--- config.mk ---
export PLATFORM = sky130hd
export DESIGN_NAME = ctx_model_store
export DESIGN_NICKNAME = d
export VERILOG_FILES = /design/src/rtl/cms_pkg.sv /design/src/rtl/cms_trans_lut.sv /design/src/rtl/cms_model_ram.sv /design/src/rtl/cms_fwd_sel.sv /design/src/rtl/ctx_model_store.sv
export SDC_FILE = /design/constraint.sdc
export NUM_CORES = 1
export LEC_CHECK = 0
export BUFFER_PORTS_ARGS = -buffer_cell sky130_fd_sc_hd__buf_2
export CORE_MARGIN = 4
export CORE_UTILIZATION = 25
export DETAILED_ROUTE_END_ITERATION = 7
export HOLD_SLACK_MARGIN = 0.15
export PLACE_DENSITY = 0.43
export SLEW_MARGIN = 20
export SYNTH_ARGS = -nofsm -noshare
export SYNTH_HDL_FRONTEND = slang
export SYNTH_SLANG_ARGS = --single-unit
--- constraint.sdc ---
create_clock -name clk -period 4.2 [get_ports clk]
set_input_delay 0.42 -clock clk [delete_from_list [all_inputs] [get_ports clk]]
set_output_delay 0.42 -clock clk [all_outputs]
set_load 0.01 [all_outputs]
--- src/rtl/cms_pkg.sv ---
package cms_pkg;

   localparam int unsigned CMS_STATE_W = 6;
   localparam int unsigned CMS_MODEL_W = CMS_STATE_W + 1;
   localparam int unsigned CMS_LUT_DEPTH = 2 ** (CMS_STATE_W + 1);
   localparam logic [CMS_STATE_W-1:0] CMS_SAT_STATE = 6'd62;

   typedef struct packed {
      logic                   mps;
      logic [CMS_STATE_W-1:0] state;
   } cms_model_t;

   // Next state after a less probable symbol.
   function automatic logic [CMS_STATE_W-1:0] cms_lps_next(input logic [CMS_STATE_W-1:0] s);
      logic [CMS_STATE_W-1:0] r;
      case (s)
         6'd0, 6'd1:                  r = 6'd0;
         6'd2:                        r = 6'd1;
         6'd3, 6'd4:                  r = 6'd2;
         6'd5, 6'd6:                  r = 6'd4;
         6'd7:                        r = 6'd5;
         6'd8:                        r = 6'd6;
         6'd9:                        r = 6'd7;
         6'd10:                       r = 6'd8;
         6'd11, 6'd12:                r = 6'd9;
         6'd13, 6'd14:                r = 6'd11;
         6'd15:                       r = 6'd12;
         6'd16, 6'd17:                r = 6'd13;
         6'd18, 6'd19:                r = 6'd15;
         6'd20, 6'd21:                r = 6'd16;
         6'd22, 6'd23:                r = 6'd18;
         6'd24, 6'd25:                r = 6'd19;
         6'd26, 6'd27:                r = 6'd21;
         6'd28, 6'd29:                r = 6'd22;
         6'd30:                       r = 6'd23;
         6'd31, 6'd32:                r = 6'd24;
         6'd33:                       r = 6'd25;
         6'd34, 6'd35:                r = 6'd26;
         6'd36, 6'd37:                r = 6'd27;
         6'd38:                       r = 6'd28;
         6'd39, 6'd40:                r = 6'd29;
         6'd41, 6'd42, 6'd43:         r = 6'd30;
         6'd44:                       r = 6'd31;
         6'd45, 6'd46:                r = 6'd32;
         6'd47, 6'd48, 6'd49:         r = 6'd33;
         6'd50, 6'd51:                r = 6'd34;
         6'd52, 6'd53, 6'd54:         r = 6'd35;
         6'd55, 6'd56, 6'd57:         r = 6'd36;
         6'd58, 6'd59, 6'd60:         r = 6'd37;
         6'd61, 6'd62:                r = 6'd38;
         default:                     r = 6'd63;
      endcase
      return r;
   endfunction

endpackage

--- src/rtl/cms_trans_lut.sv ---
module cms_trans_lut
   import cms_pkg::*;
(
   input  cms_model_t cur,
   input  logic       bin,
   output cms_model_t nxt
);

   // Entry layout: bit 6 = MPS invert flag, bits 5:0 = next state.
   // Table index: {state, bin equals MPS}.
   logic [CMS_MODEL_W-1:0] tab [CMS_LUT_DEPTH];

   for (genvar gi = 0; gi < CMS_LUT_DEPTH; gi++) begin : g_tab
      localparam logic [CMS_STATE_W-1:0] ST = CMS_STATE_W'(gi / 2);
      localparam bit HIT = (gi % 2) == 1;
      if (HIT) begin : g_mps
         assign tab[gi] = {1'b0, (ST < CMS_SAT_STATE) ? ST + 6'd1 : ST};
      end else begin : g_lps
         assign tab[gi] = {(ST == 6'd0), cms_lps_next(ST)};
      end
   end

   logic [CMS_STATE_W:0] lut_idx;
   logic [CMS_MODEL_W-1:0] ent;

   always_comb begin
      lut_idx   = {cur.state, (bin == cur.mps)};
      ent       = tab[lut_idx];
      nxt.mps   = cur.mps ^ ent[CMS_MODEL_W-1];
      nxt.state = ent[CMS_STATE_W-1:0];
   end

endmodule

--- src/rtl/cms_model_ram.sv ---
module cms_model_ram
   import cms_pkg::*;
#(
   parameter int unsigned DEPTH   = 32,
   parameter int unsigned WR_PIPE = 1,
   localparam int unsigned AW     = (DEPTH > 1) ? $clog2(DEPTH) : 1
)(
   input  logic          clk,
   input  logic          rst_n,
   input  logic          rd_en,
   input  logic [AW-1:0] rd_addr,
   output cms_model_t    rd_data,
   input  logic          we,
   input  logic [AW-1:0] wa,
   input  cms_model_t    wd
);

   cms_model_t mem [DEPTH];

   always_ff @(posedge clk) begin
      if (rd_en) rd_data <= mem[rd_addr];
   end

   if (WR_PIPE == 0) begin : g_wr_direct
      always_ff @(posedge clk) begin
         if (we) mem[wa] <= wd;
      end
   end else begin : g_wr_reg
      logic          we_q;
      logic [AW-1:0] wa_q;
      cms_model_t    wd_q;
      always_ff @(posedge clk or negedge rst_n) begin
         if (!rst_n) begin
            we_q <= 1'b0;
            wa_q <= '0;
            wd_q <= '0;
         end else begin
            we_q <= we;
            wa_q <= wa;
            wd_q <= wd;
         end
      end
      always_ff @(posedge clk) begin
         if (we_q) mem[wa_q] <= wd_q;
      end
   end

endmodule

--- src/rtl/cms_fwd_sel.sv ---
module cms_fwd_sel
   import cms_pkg::*;
#(
   parameter int unsigned IDX_W = 5
)(
   input  logic [IDX_W-1:0] s1_idx,
   input  cms_model_t       ram_q,
   input  logic             f1_vld,
   input  logic [IDX_W-1:0] f1_idx,
   input  cms_model_t       f1_model,
   input  logic             f2_vld,
   input  logic [IDX_W-1:0] f2_idx,
   input  cms_model_t       f2_model,
   output cms_model_t       cur
);

   logic hit1, hit2;

   // The newest update wins; the older one only covers a write still in flight.
   always_comb begin
      hit1 = f1_vld && (f1_idx == s1_idx);
      hit2 = f2_vld && (f2_idx == s1_idx);
      if (hit1)      cur = f1_model;
      else if (hit2) cur = f2_model;
      else           cur = ram_q;
   end

endmodule

--- src/rtl/ctx_model_store.sv ---
module ctx_model_store
   import cms_pkg::*;
#(
   parameter int unsigned NUM_CTX = 32,
   parameter int unsigned WR_PIPE = 1,
   localparam int unsigned IDX_W  = (NUM_CTX > 1) ? $clog2(NUM_CTX) : 1
)(
   input  logic             clk,
   input  logic             rst_n,
   input  logic             ld_en,
   input  logic [IDX_W-1:0] ld_idx,
   input  logic [6:0]       ld_model,
   input  logic             bin_vld,
   input  logic             bin_byp,
   input  logic [IDX_W-1:0] bin_idx,
   input  logic             bin_val,
   output logic             out_vld,
   output logic [6:0]       out_model,
   output logic             out_bin
);

   if (NUM_CTX < 2) begin : g_chk_depth
      $error("NUM_CTX must be at least 2");
   end
   if (WR_PIPE > 1) begin : g_chk_pipe
      $error("WR_PIPE must be 0 or 1");
   end

   logic acc;
   assign acc = bin_vld && !bin_byp;

   // Stage 1: bin accepted, model arrives from RAM.
   logic             s1_vld;
   logic [IDX_W-1:0] s1_idx;
   logic             s1_val;

   always_ff @(posedge clk or negedge rst_n) begin
      if (!rst_n) begin
         s1_vld <= 1'b0;
         s1_idx <= '0;
         s1_val <= 1'b0;
      end else begin
         s1_vld <= acc;
         if (acc) begin
            s1_idx <= bin_idx;
            s1_val <= bin_val;
         end
      end
   end

   cms_model_t ram_q, cur, upd, wr_data;
   logic             wr_en;
   logic [IDX_W-1:0] wr_addr;

   assign wr_en   = ld_en || s1_vld;
   assign wr_addr = ld_en ? ld_idx : s1_idx;
   assign wr_data = ld_en ? cms_model_t'(ld_model) : upd;

   cms_model_ram #(.DEPTH(NUM_CTX), .WR_PIPE(WR_PIPE)) ram_i (
      .clk     (clk),
      .rst_n   (rst_n),
      .rd_en   (acc),
      .rd_addr (bin_idx),
      .rd_data (ram_q),
      .we      (wr_en),
      .wa      (wr_addr),
      .wd      (wr_data)
   );

   // Last two regular updates, held across bypass and idle cycles.
   logic             f1_vld, f2_vld;
   logic [IDX_W-1:0] f1_idx, f2_idx;
   cms_model_t       f1_model, f2_model;

   always_ff @(posedge clk or negedge rst_n) begin
      if (!rst_n) begin
         f1_vld   <= 1'b0;
         f2_vld   <= 1'b0;
         f1_idx   <= '0;
         f2_idx   <= '0;
         f1_model <= '0;
         f2_model <= '0;
      end else if (ld_en) begin
         f1_vld <= 1'b0;
         f2_vld <= 1'b0;
      end else if (s1_vld) begin
         f1_vld   <= 1'b1;
         f1_idx   <= s1_idx;
         f1_model <= upd;
         f2_vld   <= f1_vld;
         f2_idx   <= f1_idx;
         f2_model <= f1_model;
      end
   end

   cms_fwd_sel #(.IDX_W(IDX_W)) fwd_i (
      .s1_idx   (s1_idx),
      .ram_q    (ram_q),
      .f1_vld   (f1_vld),
      .f1_idx   (f1_idx),
      .f1_model (f1_model),
      .f2_vld   (f2_vld),
      .f2_idx   (f2_idx),
      .f2_model (f2_model),
      .cur      (cur)
   );

   cms_trans_lut lut_i (
      .cur (cur),
      .bin (s1_val),
      .nxt (upd)
   );

   always_ff @(posedge clk or negedge rst_n) begin
      if (!rst_n) begin
         out_vld   <= 1'b0;
         out_model <= '0;
         out_bin   <= 1'b0;
      end else begin
         out_vld   <= s1_vld;
         out_model <= cur;
         out_bin   <= s1_val;
      end
   end

   a_r2_load_apart: assert property (@(posedge clk) disable iff (!rst_n)
      ld_en |-> (!acc && !s1_vld));

   a_r6_no_stall: assert property (@(posedge clk) disable iff (!rst_n)
      acc |-> ##2 out_vld);

   a_r8_bypass_silent: assert property (@(posedge clk) disable iff (!rst_n)
      !acc |-> ##2 !out_vld);

   a_r9_bin_echo: assert property (@(posedge clk) disable iff (!rst_n)
      acc |-> ##2 (out_bin == $past(bin_val, 2)));

   a_r4_match_keeps_mps: assert property (@(posedge clk) disable iff (!rst_n)
      (s1_vld && (cur.mps == s1_val)) |-> (upd.mps == cur.mps && upd.state >= cur.state));

   a_r5_flip_rule: assert property (@(posedge clk) disable iff (!rst_n)
      (s1_vld && (upd.mps != cur.mps)) |-> (cur.state == 6'd0 && cur.mps != s1_val));

endmodule

==> key figures, run 1 <==
Global routing
  • Initial antenna violation count: 0
  • GRT Residual Overflow: 0
  • First-pass GRT wire length: 45.9 mm
  • Largest net degree at the start of global routing: 56
  • Total GRT Usage: 11.4%
  • Vias in the first global route: 6863

Die
  • Die Y: 230 um
  • Placeable Area: 0.0487 mm2
  • # IOs: 32
  • Die Width: 230 um
  • Full die area: 0.0528 mm2
  • Starting Density: 25.2%
  • # rows: 81

Finish
  • Final nets: 803
  • Commonest non-fill, non-tap cell in the layout: edfxtp_1
  • Synth-to-Final Area Change: 16.9%
  • Commonest non-fill, non-tap cells in the layout: 231 x edfxtp_1, 70 x mux4_2, 53 x nor2_1
  • Share of layout cells above drive strength 1: 29.8%
  • Finished Cell Area: 0.0144 mm2
  • Filler cells: 4813

Drt
  • Iteration-0 DRC Markers: 588
  • Via count: 6579
  • ANT nets after route: 0
  • DR vias/cell: 4.51
  • Total Wirelength: 30.3 mm
  • DRT Pass-1 Iters: 5
  • # DRC: 0
  • Wire length per cell: 20.7 um

STA
  • Actual slew at the worst max-slew pin: 949 ps
  • Crit share post-route: 88.0%
  • Max Clk Rate: 0.270 GHz
  • Slew margin rel.: 36.5%
  • Final worst path period need: 3700 ps
  • RSZ-0062 raised after global routing: no
  • Clk_skew: 16.3 ps
  • Final hold violations: 0
  • Post-route setup slack: 503 ps
  • Fin. max-slew vios: 0
  • Setup violators final: 0
  • Final setup TNS: 0 ps

Setup path
  • CP cell instances: xnor2_1 > and4_1 > nand3_2 > a31oi_4 > xor2_4 > inv_4 > ha_1 > nor2_1 > a21o_1 > o221ai_1 > o32a_1 > mux2_2
  • Slowest CP cell: dfrtp_1
  • Type of origin of the critical path: flop
  • Maximum fanout along the worst path: 10
  • Arrival time at the worst endpoint: 4140 ps
  • Worst setup EP type: flop
  • Setup CP Type: flop to flop
  • Crit-path max cell delay: 430 ps
  • Crit path required time: 4650 ps

Yosys
  • Post-Syn Area: 0.0123 mm2
  • Asr flop ratio synth: 19.2%
  • Register area share after synthesis: 67.6%
  • Cells after Synth: 716
  • FF+latch count, synth: 286
  • Yosys cell types: 66
  • Syn_nets: 749
  • Number of flops mapped to enable cells by yosys: 231
  • Syn_area_per_cell: 17.2 um2
  • Ys flop type: edfxtp_1
  • Warnings from Yosys: 0

Clock tree
  • Sink Count: 286
  • CTS H-tree lvls: 1
  • TritonCTS clock tree: built
  • Clk_lat worst skew: 570 ps
  • Clock Path Buffers: 3
  • Root Buffer Master: clkbuf_16
  • Clock Pin Slew Worst Setup and Hold Paths: 60 ps
  • CTS Buf Count: 31

Status
  • Status: finished, final reports clean

Placed design
  • Placed Instance Area: 0.0133 mm2
  • Post-DP HPWL: 19.7 mm
  • GP Congestion: 0.815
  • Post-placement setup slack: 530 ps
  • Port-buffer cells: 31

Power
  • Pwr dens: 482 mW/mm2
  • Leak: 4.72 nW
  • VDD IR-drop max: 280 uV

Hold path
  • Worst hold path type: input pin to flop

Job
  • Max Cap Viol: 0
## layout make-up
| type | instances | area, um2 | share of cell area (%) |
|---|---|---|---|
| antenna | 1 | 2.50 | 0.0174 |
| clock buffer | 33 | 783 | 5.45 |
| clock inverter | 24 | 195 | 1.36 |
| inverter | 10 | 40.0 | 0.278 |
| multi-input combinational | 378 | 3760 | 26.1 |
| sequential | 286 | 8320 | 57.8 |
| tap | 664 | 831 | 5.78 |
| timing repair buffer | 63 | 455 | 3.17 |
## worst paths after layout
check,start,to,slack (ps),cells past startpoint
hold reg to reg,f2_model[5],f2_model[5],510,1
hold / removal,ld_idx[3],ram_i.g_wr_reg.wa_q[3],230,2
setup / recovery,s1_idx[4],ram_i.g_wr_reg.wd_q[5],500,12
max in group asynchronous,rst_n,ram_i.g_wr_reg.wd_q[5],3150,3
setup reg to reg,s1_idx[4],ram_i.g_wr_reg.wd_q[5],500,12
min in group asynchronous,rst_n,out_model[3],510,3
## cell usage after synthesis (6+ instances only)
cell type	count	share of area, %
clkbuf_1	22	0.67
edfxtp_1	231	56
ha_1	10	1.0
xnor2_1	9	0.64
nand2_1	33	1.0
a31oi_1	8	0.41
buf_1	7	0.21
a21oi_1	15	0.61
o31ai_1	7	0.43
nor2_1	53	1.6
dfrtp_1	55	11
mux4_2	70	13
inv_1	6	0.18
mux2_2	41	3.8
nand3_1	16	0.65
nand3b_1	6	0.37
mux2i_1	7	0.57
buf_2	9	0.37
o21ai_0	17	0.69
nor3_1	10	0.41
## worst max-delay path: cells and delay by family, from the launching register on
kind	cells	cell delay, ps
compound gates	4	960
xor+xnor	2	570
fa+ha+maj	1	320
buf+inv	1	130
flops	1	430
mux	1	260
simple gates	3	900
## metal layers
metal	vias up	track usage (%)	routed length, um
li1	2970	-	-
met1	3430	15.3	13500
met2	139	19.3	15000
met3	40	1.94	1140
met4	0	2.67	619
met5	-	0	0
## through the flow
stage               hold WS [ps]  util (%)  cells  power, mW
detailed placement           501      27.2   1388       4.36
CTS                          183      29.5   1458       7.05
global route                 184      29.5   1458       7.26
finish                       233      29.5   1459       6.94
global placement             496      27.2   1388       4.36
floorplan                    124         -    716       4.03
## power breakdown
group          internal, mW  leakage [nW]  switching [mW]
sequential             3.30          2.75           0.154
clock                  1.53         0.486            1.12
combinational         0.343          1.48           0.496
total                  5.17          4.72            1.76
## state kept, by name (all words and copies together) (netlist names), 5 cells and up
name and flops:
s1_idx 5, f1_idx 5, f1_model 7, f2_idx 5, ram_i.g_wr_reg.wa_q 5, ram_i.g_wr_reg.wd_q 7
out_model 7, f2_model 7, ram_i.rd_data 7, ram_i.mem 224
## what timing repair did
action | CTS | global route
resized for setup | 0 | 0
endpoints found under the hold margin | 67 | 0
hold buffers | 13 | 0
setup buffers | 0 | 0
## cells by family after synthesis
group,after synthesis,share of synthesized area (%)
mux,118,17.1
fa+ha+maj,10,1.02
flops,286,67.6
simple gates,148,5.96
xor+xnor,14,1.27
compound gates,88,5.14
buf+inv,52,1.88
Power figures use the tool's default switching activity.
==> inputs of run 2 (changes only) <==
--- a/config.mk
+++ b/config.mk
@@ -10,7 +10,6 @@
 export CORE_UTILIZATION = 25
 export DETAILED_ROUTE_END_ITERATION = 7
 export HOLD_SLACK_MARGIN = 0.15
-export PLACE_DENSITY = 0.43
 export SLEW_MARGIN = 20
 export SYNTH_ARGS = -nofsm -noshare
 export SYNTH_HDL_FRONTEND = slang
==> key figures, run 2 (synthesis gave the netlist of run 1 again) <==
Clock tree
  • Clock Path Buffers: 3
  • PostCTS Resize Cnt: 0
  • TritonCTS clock tree: built
  • CTS Buf Count: 30
  • Root Buffer Master: clkbuf_16
  • Sink Count: 286
  • Clk_lat worst skew: 560 ps
  • Clock Pin Slew Worst Setup and Hold Paths: 60 ps
  • CTS H-tree lvls: 1

STA
  • Setup violators final: 0
  • RSZ-0062 raised after global routing: no
  • Slew margin rel.: 28.4%
  • Final hold violations: 0
  • Final setup TNS: 0 ps
  • Crit share post-route: 86.8%
  • Clk_skew: 15.8 ps
  • Fin. max-slew vios: 0
  • Actual slew at the worst max-slew pin: 1070 ps
  • Final worst path period need: 3640 ps
  • Post-route setup slack: 556 ps
  • Max Clk Rate: 0.274 GHz

Power
  • Power share of the combinational group: 10.8%
  • VDD IR-drop max: 301 uV
  • Reg power frac: 50.4%
  • Clk pwr share: 38.8%
  • Pwr dens: 486 mW/mm2
  • Cell Int Power: 5.23 mW
  • Switch share: 25.0%
  • Leak: 4.69 nW
  • Switch Pwr: 1.74 mW

Global routing
  • GR Util met3: 1.85%
  • GR Layer Usage met2: 17.8%
  • Initial antenna violation count: 1
  • Busiest grt layer: met2
  • First-pass GRT wire length: 43.0 mm
  • Vias in the first global route: 6799
  • Total GRT Usage: 10.4%
  • Global Route met1 Usage: 14.0%
  • Largest net degree at the start of global routing: 50
  • GRT Residual Overflow: 0

Drt
  • Iteration-0 DRC Markers: 595
  • # DRC: 0
  • ANT nets after route: 0
  • DRT Pass-1 Iters: 5
  • Total Wirelength: 27.8 mm
  • Via count: 6655
  • DR vias/cell: 4.60
  • Wire length per cell: 19.2 um

Setup path
  • Maximum fanout along the worst path: 10
  • CP cell instances: xnor2_2 > nand4_2 > nor3_1 > a31oi_4 > xor2_4 > inv_1 > ha_1 > nor2_1 > a21o_1 > o221ai_1 > o32a_1 > mux2_2
  • Worst setup EP type: flop
  • FF-to-FF End: ram_i.g_wr_reg.wd_q[5]
  • Type of origin of the critical path: flop
  • R2R depth: 12
  • Crit-path max cell delay: 460 ps
  • Arrival time at the worst endpoint: 4080 ps
  • Slowest CP cell: dfrtp_1
  • Crit Reg-Reg Startpoint: s1_idx[0]
  • R2R setup slack: 560 ps
  • Setup CP Type: flop to flop
  • Crit path required time: 4630 ps

Die
  • Die Width: 230 um
  • # IOs: 32
  • # rows: 81
  • Full die area: 0.0528 mm2
  • Die Y: 230 um
  • Starting Density: 25.2%
  • Placeable Area: 0.0487 mm2

Placed design
  • Placed Instance Area: 0.0132 mm2
  • Placed Cells: 1380
  • Port-buffer cells: 31
  • Post-placement setup slack: 605 ps
  • Post-DP HPWL: 17.9 mm
  • GP Congestion: 0.854

Finish
  • Commonest non-fill, non-tap cells in the layout: 231 x edfxtp_1, 70 x mux4_2, 53 x nor2_1
  • Core Util, Final: 29.4%
  • Commonest non-fill, non-tap cell in the layout: edfxtp_1
  • Ant diodes: 0
  • Share of layout cells above drive strength 1: 30.0%
  • Synth-to-Final Area Change: 16.6%
  • Final Non-Filler Cells: 1447
  • Final nets: 793
  • Finished Cell Area: 0.0143 mm2
  • Largest register FFs: 224
  • Register bank with the most flops: ram_i.mem

Job
  • Max Cap Viol: 0

Hold path
  • Hold Startpoint: ld_model[4]
  • Worst hold path type: input pin to flop
  • Hold endpoint: ram_i.g_wr_reg.wd_q[4]
  • WHS Path Cells: 3

Status
  • Status: finished, final reports clean
-- run 2: final cells by class --
cell class / instances / area, um2
fillers: 4822 / 34400
flip-flops and latches: 286 / 8320
multi-input cells: 378 / 3760
well taps: 664 / 831
clock buffers: 34 / 786
repair buffers: 54 / 373
clock inverters: 21 / 228
inverters: 10 / 40.0
-- run 2: how the worst max path moves through the flow --
stage	endpoint	cells past startpoint	slack, ps	from
floorplan	ram_i.g_wr_reg.wd_q[5]	13	940	s1_idx[0]
global placement	f1_model[5]	12	650	s1_idx[3]
detailed placement	ram_i.g_wr_reg.wd_q[5]	12	600	s1_idx[0]
CTS	ram_i.g_wr_reg.wd_q[5]	12	590	s1_idx[0]
global route	ram_i.g_wr_reg.wd_q[5]	12	270	s1_idx[2]
finish	ram_i.g_wr_reg.wd_q[5]	12	560	s1_idx[0]
-- run 2: metrics by stage --
stage	power, mW	hold WS [ps]
2_1_floorplan	4.03	124
3_3_place_gp	4.31	259
3_5_place_dp	4.32	260
4_1_cts	7.02	159
5_1_grt	7.25	166
6_report	6.96	173
-- run 2: power groups by stage --
stage	Clock [mW]	Sequential (mW)	Combinational, mW
finish	2.70	3.51	0.753
CTS	2.75	3.52	0.756
global route	2.89	3.54	0.822
global placement	0	3.57	0.744
detailed placement	0	3.58	0.746
floorplan	0	3.48	0.554
-- run 2: routing by layer --
layer / up-vias / share of wire, %
met2: 216 / 50
met5: - / 0
met3: 37 / 5.9
li1: 2947 / -
met4: 0 / 1.8
met1: 3455 / 42
-- run 2: timing repair --
| action | 4_1_cts | 5_1_grt |
|---|---|---|
| hold buffers | 12 | 0 |
| hold endpoints to repair | 54 | 0 |
| setup buffers | 0 | 0 |
-- run 2: critical path, delay by kind of cell, from the launching register on --
kind                     cells  cell delay, ps
XOR/XNOR                     2             640
multiplexers                 1             270
buffers and inverters        1             120
adder cells (fa/ha/maj)      1             320
AND/OR/NAND/NOR              3             940
AO/OA/AOI/OAI                4             760
flip-flops                   1             460
